`src/rtl/srec_pkg.sv`:
```
package srec_pkg;

  typedef enum logic [1:0] {
    ERR_NONE = 2'd0,
    ERR_FMT  = 2'd1,
    ERR_ADDR = 2'd2,
    ERR_CSUM = 2'd3
  } err_e;

  typedef enum logic [2:0] {
    ST_IDLE,
    ST_TYPE,
    ST_LEN_H,
    ST_LEN_L,
    ST_BODY_H,
    ST_BODY_L,
    ST_EOL,
    ST_SKIP
  } pstate_e;

endpackage

```
`src/rtl/srec_char.sv`:
```
module srec_char (
  input  logic [7:0] char_i,
  output logic       is_hex_o,
  output logic       is_dig_o,
  output logic [3:0] nib_o,
  output logic       is_eol_o,
  output logic       is_space_o,
  output logic       is_s_o
);

  logic is_up, is_lo;

  assign is_dig_o   = (char_i >= 8'h30) && (char_i <= 8'h39);
  assign is_up      = (char_i >= 8'h41) && (char_i <= 8'h46);
  assign is_lo      = (char_i >= 8'h61) && (char_i <= 8'h66);
  assign is_hex_o   = is_dig_o | is_up | is_lo;
  // letters: low nibble is 1..6, value is that plus 9
  assign nib_o      = is_dig_o ? char_i[3:0] : char_i[3:0] + 4'd9;
  assign is_eol_o   = (char_i == 8'h0d) || (char_i == 8'h0a);
  assign is_space_o = (char_i == 8'h20);
  assign is_s_o     = (char_i == 8'h53);

endmodule

```
`src/rtl/srec_parser.sv`:
```
module srec_parser
  import srec_pkg::*;
(
  input  logic        clk_i,
  input  logic        rst_ni,
  input  logic        valid_i,
  input  logic        is_hex_i,
  input  logic        is_dig_i,
  input  logic [3:0]  nib_i,
  input  logic        is_eol_i,
  input  logic        is_space_i,
  input  logic        is_s_i,
  output logic        byte_we_o,
  output logic [7:0]  byte_val_o,
  output logic [31:0] byte_addr_o,
  output logic        rec_start_o,
  output logic        rec_end_o,
  output logic        fmt_o,
  output logic        cs_bad_o,
  output logic        term_o
);

  pstate_e     st_q, st_d;
  logic [3:0]  typ_q, typ_d;
  logic [7:0]  len_q, len_d;
  logic [7:0]  bidx_q, bidx_d;
  logic [3:0]  hi_q, hi_d;
  logic [31:0] addr_q, addr_d;
  logic [7:0]  sum_q, sum_d;
  logic        fmt_q, fmt_d;
  logic        csb_q, csb_d;

  logic       is_data;
  logic [7:0] alen;
  logic [7:0] cur_byte;

  assign is_data  = (typ_q == 4'd1) || (typ_q == 4'd2) || (typ_q == 4'd3);
  assign alen     = 8'(typ_q) + 8'd1;
  assign cur_byte = {hi_q, nib_i};

  always_comb begin
    st_d        = st_q;
    typ_d       = typ_q;
    len_d       = len_q;
    bidx_d      = bidx_q;
    hi_d        = hi_q;
    addr_d      = addr_q;
    sum_d       = sum_q;
    fmt_d       = fmt_q;
    csb_d       = csb_q;
    byte_we_o   = 1'b0;
    rec_start_o = 1'b0;
    rec_end_o   = 1'b0;
    if (valid_i) begin
      unique case (st_q)
        ST_IDLE: begin
          if (is_s_i) begin
            rec_start_o = 1'b1;
            fmt_d       = 1'b0;
            csb_d       = 1'b0;
            st_d        = ST_TYPE;
          end else if (!(is_space_i || is_eol_i)) begin
            rec_start_o = 1'b1;
            fmt_d       = 1'b1;
            csb_d       = 1'b0;
            st_d        = ST_SKIP;
          end
        end
        ST_TYPE: begin
          if (is_eol_i) begin
            fmt_d = 1'b1; rec_end_o = 1'b1; st_d = ST_IDLE;
          end else if (is_dig_i) begin
            typ_d = nib_i;
            st_d  = ST_LEN_H;
          end else begin
            fmt_d = 1'b1; st_d = ST_SKIP;
          end
        end
        ST_LEN_H, ST_BODY_H: begin
          if (is_eol_i) begin
            fmt_d = 1'b1; rec_end_o = 1'b1; st_d = ST_IDLE;
          end else if (is_hex_i) begin
            hi_d = nib_i;
            st_d = (st_q == ST_LEN_H) ? ST_LEN_L : ST_BODY_L;
          end else begin
            fmt_d = 1'b1; st_d = ST_SKIP;
          end
        end
        ST_LEN_L: begin
          if (is_eol_i) begin
            fmt_d = 1'b1; rec_end_o = 1'b1; st_d = ST_IDLE;
          end else if (is_hex_i) begin
            len_d  = cur_byte;
            sum_d  = cur_byte;
            bidx_d = 8'd0;
            addr_d = 32'd0;
            if ((cur_byte == 8'd0) || (is_data && (cur_byte < alen + 8'd1))) begin
              fmt_d = 1'b1; st_d = ST_SKIP;
            end else begin
              st_d = ST_BODY_H;
            end
          end else begin
            fmt_d = 1'b1; st_d = ST_SKIP;
          end
        end
        ST_BODY_L: begin
          if (is_eol_i) begin
            fmt_d = 1'b1; rec_end_o = 1'b1; st_d = ST_IDLE;
          end else if (is_hex_i) begin
            if (bidx_q == len_q - 8'd1) begin
              csb_d = (~sum_q != cur_byte);
              st_d  = ST_EOL;
            end else begin
              sum_d  = sum_q + cur_byte;
              bidx_d = bidx_q + 8'd1;
              st_d   = ST_BODY_H;
              if (is_data && (bidx_q < alen)) begin
                addr_d = {addr_q[23:0], cur_byte};
              end else if (is_data) begin
                byte_we_o = 1'b1;
                addr_d    = addr_q + 32'd1;
              end
            end
          end else begin
            fmt_d = 1'b1; st_d = ST_SKIP;
          end
        end
        ST_EOL: begin
          if (is_eol_i) begin
            rec_end_o = 1'b1; st_d = ST_IDLE;
          end else begin
            fmt_d = 1'b1; st_d = ST_SKIP;
          end
        end
        ST_SKIP: begin
          if (is_eol_i) begin
            rec_end_o = 1'b1; st_d = ST_IDLE;
          end
        end
        default: st_d = ST_IDLE;
      endcase
    end
  end

  assign byte_val_o  = cur_byte;
  assign byte_addr_o = addr_q;
  assign fmt_o       = fmt_d;
  assign cs_bad_o    = csb_q;
  assign term_o      = (typ_q >= 4'd7);

  always_ff @(posedge clk_i or negedge rst_ni) begin
    if (!rst_ni) begin
      st_q   <= ST_IDLE;
      typ_q  <= 4'd0;
      len_q  <= 8'd0;
      bidx_q <= 8'd0;
      hi_q   <= 4'd0;
      addr_q <= 32'd0;
      sum_q  <= 8'd0;
      fmt_q  <= 1'b0;
      csb_q  <= 1'b0;
    end else begin
      st_q   <= st_d;
      typ_q  <= typ_d;
      len_q  <= len_d;
      bidx_q <= bidx_d;
      hi_q   <= hi_d;
      addr_q <= addr_d;
      sum_q  <= sum_d;
      fmt_q  <= fmt_d;
      csb_q  <= csb_d;
    end
  end

endmodule

```
`src/rtl/srec_lane.sv`:
```
module srec_lane #(
  parameter int          WORD_W     = 32,
  parameter int          MEM_BYTES  = 4096,
  parameter logic [31:0] BASE_ADDR  = 32'h0,
  parameter bit          BIG_ENDIAN = 1'b0,
  localparam int BYTES = WORD_W / 8,
  localparam int WORDS = MEM_BYTES / BYTES,
  localparam int IDX_W = (WORDS > 1) ? $clog2(WORDS) : 1,
  localparam int LB    = $clog2(BYTES)
) (
  input  logic [31:0]       byte_addr_i,
  input  logic [7:0]        byte_i,
  output logic              in_range_o,
  output logic [IDX_W-1:0]  idx_o,
  output logic [BYTES-1:0]  be_o,
  output logic [WORD_W-1:0] data_o
);

  logic [31:0] off;

  assign off        = byte_addr_i - BASE_ADDR;
  assign in_range_o = (byte_addr_i >= BASE_ADDR) && (off < 32'(MEM_BYTES));
  assign data_o     = {BYTES{byte_i}};

  generate
    if (BYTES == 1) begin : g_narrow
      assign be_o  = 1'b1;
      assign idx_o = IDX_W'(off);
    end else begin : g_wide
      logic [LB-1:0] lane;
      if (BIG_ENDIAN) begin : g_big
        assign lane = LB'(BYTES - 1) - off[LB-1:0];
      end else begin : g_little
        assign lane = off[LB-1:0];
      end
      assign be_o  = BYTES'(1) << lane;
      assign idx_o = IDX_W'(off >> LB);
    end
  endgenerate

endmodule

```
`src/rtl/srec_loader.sv`:
```
module srec_loader
  import srec_pkg::*;
#(
  parameter int          WORD_W     = 32,
  parameter int          MEM_BYTES  = 4096,
  parameter logic [31:0] BASE_ADDR  = 32'h0,
  parameter bit          BIG_ENDIAN = 1'b0,
  localparam int BYTES = WORD_W / 8,
  localparam int WORDS = MEM_BYTES / BYTES,
  localparam int IDX_W = (WORDS > 1) ? $clog2(WORDS) : 1
) (
  input  logic              clk_i,
  input  logic              rst_ni,
  input  logic              char_valid_i,
  input  logic [7:0]        char_i,
  output logic              char_ready_o,
  input  logic              cs_bypass_i,
  output logic              wr_en_o,
  output logic [IDX_W-1:0]  wr_addr_o,
  output logic [BYTES-1:0]  wr_be_o,
  output logic [WORD_W-1:0] wr_data_o,
  output logic              done_o,
  output logic              err_o,
  output logic [1:0]        err_code_o
);

  logic        is_hex, is_dig, is_eol, is_space, is_s;
  logic [3:0]  nib;
  logic        byte_we, rec_start, rec_end, fmt, cs_bad, term;
  logic [7:0]  byte_val;
  logic [31:0] byte_addr;
  logic              in_range;
  logic [IDX_W-1:0]  l_idx;
  logic [BYTES-1:0]  l_be;
  logic [WORD_W-1:0] l_data;

  logic              wr_en_q, done_q, err_q, addr_err_q;
  logic [IDX_W-1:0]  wr_addr_q;
  logic [BYTES-1:0]  wr_be_q;
  logic [WORD_W-1:0] wr_data_q;
  err_e              code_q, code;

  assign char_ready_o = 1'b1;

  srec_char u_char (
    .char_i     (char_i),
    .is_hex_o   (is_hex),
    .is_dig_o   (is_dig),
    .nib_o      (nib),
    .is_eol_o   (is_eol),
    .is_space_o (is_space),
    .is_s_o     (is_s)
  );

  srec_parser u_parser (
    .clk_i       (clk_i),
    .rst_ni      (rst_ni),
    .valid_i     (char_valid_i),
    .is_hex_i    (is_hex),
    .is_dig_i    (is_dig),
    .nib_i       (nib),
    .is_eol_i    (is_eol),
    .is_space_i  (is_space),
    .is_s_i      (is_s),
    .byte_we_o   (byte_we),
    .byte_val_o  (byte_val),
    .byte_addr_o (byte_addr),
    .rec_start_o (rec_start),
    .rec_end_o   (rec_end),
    .fmt_o       (fmt),
    .cs_bad_o    (cs_bad),
    .term_o      (term)
  );

  srec_lane #(
    .WORD_W     (WORD_W),
    .MEM_BYTES  (MEM_BYTES),
    .BASE_ADDR  (BASE_ADDR),
    .BIG_ENDIAN (BIG_ENDIAN)
  ) u_lane (
    .byte_addr_i (byte_addr),
    .byte_i      (byte_val),
    .in_range_o  (in_range),
    .idx_o       (l_idx),
    .be_o        (l_be),
    .data_o      (l_data)
  );

  // record verdict: format over address over checksum
  always_comb begin
    if (fmt)                         code = ERR_FMT;
    else if (addr_err_q)             code = ERR_ADDR;
    else if (cs_bad && !cs_bypass_i) code = ERR_CSUM;
    else                             code = ERR_NONE;
  end

  always_ff @(posedge clk_i or negedge rst_ni) begin
    if (!rst_ni) begin
      wr_en_q    <= 1'b0;
      wr_addr_q  <= '0;
      wr_be_q    <= '0;
      wr_data_q  <= '0;
      done_q     <= 1'b0;
      err_q      <= 1'b0;
      code_q     <= ERR_NONE;
      addr_err_q <= 1'b0;
    end else begin
      wr_en_q <= byte_we && in_range;
      if (byte_we) begin
        wr_addr_q <= l_idx;
        wr_be_q   <= l_be;
        wr_data_q <= l_data;
      end
      if (rec_start)                 addr_err_q <= 1'b0;
      else if (byte_we && !in_range) addr_err_q <= 1'b1;
      done_q <= rec_end && term && (code == ERR_NONE);
      if (rec_end && (code != ERR_NONE) && !err_q) begin
        err_q  <= 1'b1;
        code_q <= code;
      end
    end
  end

  assign wr_en_o    = wr_en_q;
  assign wr_addr_o  = wr_addr_q;
  assign wr_be_o    = wr_be_q;
  assign wr_data_o  = wr_data_q;
  assign done_o     = done_q;
  assign err_o      = err_q;
  assign err_code_o = code_q;

endmodule

```
`config.mk`:
```
export PLATFORM = sky130hd
export DESIGN_NAME = srec_loader
export DESIGN_NICKNAME = d
export VERILOG_FILES = /design/src/rtl/srec_pkg.sv /design/src/rtl/srec_char.sv /design/src/rtl/srec_parser.sv /design/src/rtl/srec_lane.sv /design/src/rtl/srec_loader.sv
export SDC_FILE = /design/constraint.sdc
export NUM_CORES = 1
export LEC_CHECK = 0
export BUFFER_PORTS_ARGS = -buffer_cell sky130_fd_sc_hd__buf_2
export CAP_MARGIN = 20
export CORE_MARGIN = 3
export CORE_UTILIZATION = 40
export DETAILED_ROUTE_END_ITERATION = 10
export HOLD_SLACK_MARGIN = 0.08
export SLEW_MARGIN = 0
export SYNTH_ARGS = -nofsm -noshare
export SYNTH_HDL_FRONTEND = slang
export SYNTH_SLANG_ARGS = --single-unit
```
`constraint.sdc`:
```
create_clock -name clk_i -period 4.4 [get_ports clk_i]
set_input_delay 0.44 -clock clk_i [delete_from_list [all_inputs] [get_ports clk_i]]
set_output_delay 0.44 -clock clk_i [all_outputs]
set_load 0.005 [all_outputs]
```
==> flow_summary.json <==
{
  "outcome": "finished clean",
  "drive_gt1_frac": 0.145,
  "nets": 850,
  "grt_pass1_wl_um": 29100,
  "period_needed_ns": 3.77,
  "syn-cell-area_mm2": 0.00681,
  "htreeDepth": 3,
  "cts.repair.resized": 0,
  "cts_tree": "built",
  "cts_num_sinks": 97,
  "via_count": 5980,
  "ir_worst_vdd_v": 0.000202,
  "clock_latency_ns": 0.35,
  "cts_buffers": 9,
  "antenna_cells": 0,
  "hp-class": "input port to asynchronous set/reset pin",
  "die_area_mm2": 0.0186,
  "ys_ff_latch": 97,
  "r2r_setup_slack_ns": 1.15,
  "cpLargestDelayFamily": "compound AO/OA/AOI/OAI gates",
  "cts_setup_buffers": 0,
  "grt_use_total": 0.196,
  "syn_to_final_growth_pct": 9.38,
  "arrival_ns": 4.01,
  "hold_buffers": 0,
  "gp_congestion": 0.881,
  "die_y_um": 137,
  "rsz0062_at_grt": "no",
  "slew_violations": 0,
  "leakagePower_nw": 3.51,
  "dp_hpwl_um": 12400,
  "fin_skew_ns": 0.00828,
  "period_share": 0.858,
  "clockBufferDepth": 2,
  "wl_per_cell_um": 17.4,
  "post_synth.cell_area_avg_um2": 8.65,
  "synth.distinct_cells": 76,
  "hold_viol_final": 0,
  "final_core_util": 0.448,
  "path_buf_inv": 2,
  "criticalPathCategory": "input port to register",
  "clk_pin_slew_ns": 0.07,
  "drt_iter0_markers": 581,
  "ios": 64,
  "setup_viol": 0,
  "endpoint": "u_parser.sum_q[7]",
  "critPathMaxStageDelay_ns": 0.74,
  "startpoint": "char_i[0]",
  "clock.fmax_mhz": 265,
  "die_x_um": 137,
  "drcViolationCount": 0,
  "synth_cells": 788,
  "worstPathMaxFanout": 10,
  "cp-start-kind": "input port",
  "port_buffers": 62,
  "gr-total-overflow": 0,
  "first_global_vias": 5403,
  "synth_warnings": 0,
  "max-cap-violations": 0,
  "tightest_slew_ns": 0.985,
  "rows": 47,
  "fin_area_mm2": 0.00745,
  "netlist.area_leader.share": 0.356,
  "placed_area_mm2": 0.00715,
  "crit_required_ns": 4.64,
  "r2r_cells": 9,
  "grt_max_degree": 64,
  "ys_top_cells_by_area": "dfrtp_1, ha_1, nand2_1",
  "synthArstFlopShare": 1.00,
  "seq_area_frac_synth": 0.356,
  "fin_setup_tns_ns": 0,
  "ys_dominant_reg_cell": "dfrtp_1",
  "routed_wl_um": 17900,
  "crit_path_end_kind": "register",
  "synth_edf_count": 0,
  "r2r-start": "u_parser.len_q[0]",
  "slowest_stage": "a31oi_1",
  "crit_cells": 14,
  "p_per_area_mw_per_mm2": 353,
  "start_util": 0.409,
  "reg2reg_to": "u_parser.byte_addr_o[21]",
  "vias_per_cell": 5.80,
  "worstPathCellList": "buf_2 -> inv_1 -> ha_1 -> o21bai_1 -> a21o_1 -> a31oi_1 -> ha_1 -> and3_1 -> a221oi_1 -> o21ai_0 -> a21oi_1 -> and2_1 -> a31oi_1 -> o211a_1",
  "synthTopCellsByCount": "dfrtp_1, nand2_1, a21oi_1",
  "slew-limit-headroom": 0.342,
  "antenna_found_initial": 0,
  "dr.pass1.iters": 5,
  "synth_area_leader_cell": "dfrtp_1",
  "core_area_mm2": 0.0166,
  "postRouteAntennaNets": 0,
  "cts-root-buf": "clkbuf_16"
}
-- where the power goes --
| part | internal, mW | switching, mW |
|---|---|---|
| Combinational | 0.277 | 0.405 |
| Sequential | 0.973 | 0.162 |
| Clock | 0.461 | 0.354 |
| Total | 1.71 | 0.921 |
-- layout make-up --
| cell class | instances | area, µm² |
|---|---|---|
| multi-input combinational | 595 | 3930 |
| fill | 1635 | 9190 |
| timing repair buffer | 75 | 410 |
| sequential | 97 | 2430 |
| clock buffer | 11 | 243 |
| clock inverter | 5 | 61.3 |
| inverter | 28 | 105 |
| tap | 220 | 275 |
-- metrics by stage --
step / hold slack [ns] / power, mW / cells / setup WS (ns)
after global routing: 0.246 / 2.80 / 1031 / 0.311
final: 0.189 / 2.63 / 1031 / 0.626
after detailed placement: 0.469 / 1.82 / 1015 / 0.289
after global placement: 0.464 / 1.82 / 1015 / 0.411
after floorplan: 0.144 / 1.61 / 789 / 0.677
after CTS: 0.206 / 2.65 / 1031 / 0.632
-- logic make-up after synthesis --
group / Yosys count / synth area share
other cells: 1 / 0.000550
buf+inv: 97 / 0.0709
simple gates: 321 / 0.244
mux: 35 / 0.0571
flops: 97 / 0.356
fa+ha+maj: 32 / 0.0599
compound gates: 187 / 0.188
xor+xnor: 18 / 0.0231
-- worst min path at each step --
| stage | endpoint | slack, ns | cells after the start |
|---|---|---|---|
| final | u_parser.byte_addr_o[7] | 0.19 | 1 |
| after global routing | wr_addr_o[7] | 0.25 | 1 |
| after CTS | wr_addr_o[5] | 0.21 | 1 |
| after detailed placement | wr_be_o[1] | 0.47 | 1 |
| after global placement | wr_addr_o[5] | 0.46 | 1 |
| after floorplan | addr_err_q | 0.14 | 0 |
-- state kept, by name (all words and copies together), names as in the netlist, 2 cells and up --
name	flops
err_code_o	2
u_parser.bidx_q	8
u_parser.byte_addr_o	32
u_parser.hi_q	4
u_parser.len_q	8
u_parser.st_q	3
u_parser.sum_q	8
u_parser.typ_q	4
wr_addr_o	10
wr_be_o	4
wr_data_o	8
-- per-layer routing --
layer | routed length, µm | track usage
met5 | 0 | 0
met4 | 296 | 0.0560
met3 | 827 | 0.0272
met2 | 7780 | 0.287
met1 | 8990 | 0.300
-- cells in the final DEF, fill, tap and decap left out, types with 6 or more instances in the layout --
master / netlist / layout
clkbuf_16: 0 / 9
and2_1: 12 / 12
mux2_1: 19 / 19
nand2b_1: 9 / 9
nor2_1: 43 / 43
nor4_1: 12 / 12
a21oi_1: 55 / 54
or4_1: 7 / 7
xnor2_1: 10 / 10
a211o_1: 13 / 13
a21o_1: 7 / 7
o31ai_1: 9 / 9
nand2_1: 97 / 97
or3_1: 16 / 16
and3_1: 13 / 13
a31oi_1: 6 / 6
nand3_1: 26 / 26
nor3_1: 36 / 35
buf_2: 8 / 61
a221o_1: 15 / 15
o21ai_0: 35 / 35
inv_1: 28 / 28
nor2b_1: 11 / 11
mux2_2: 12 / 12
nand4_1: 13 / 13
ha_1: 31 / 31
buf_4: 25 / 14
xor2_1: 8 / 8
dfrtp_1: 97 / 97
(Power assumes the default switching activity.)
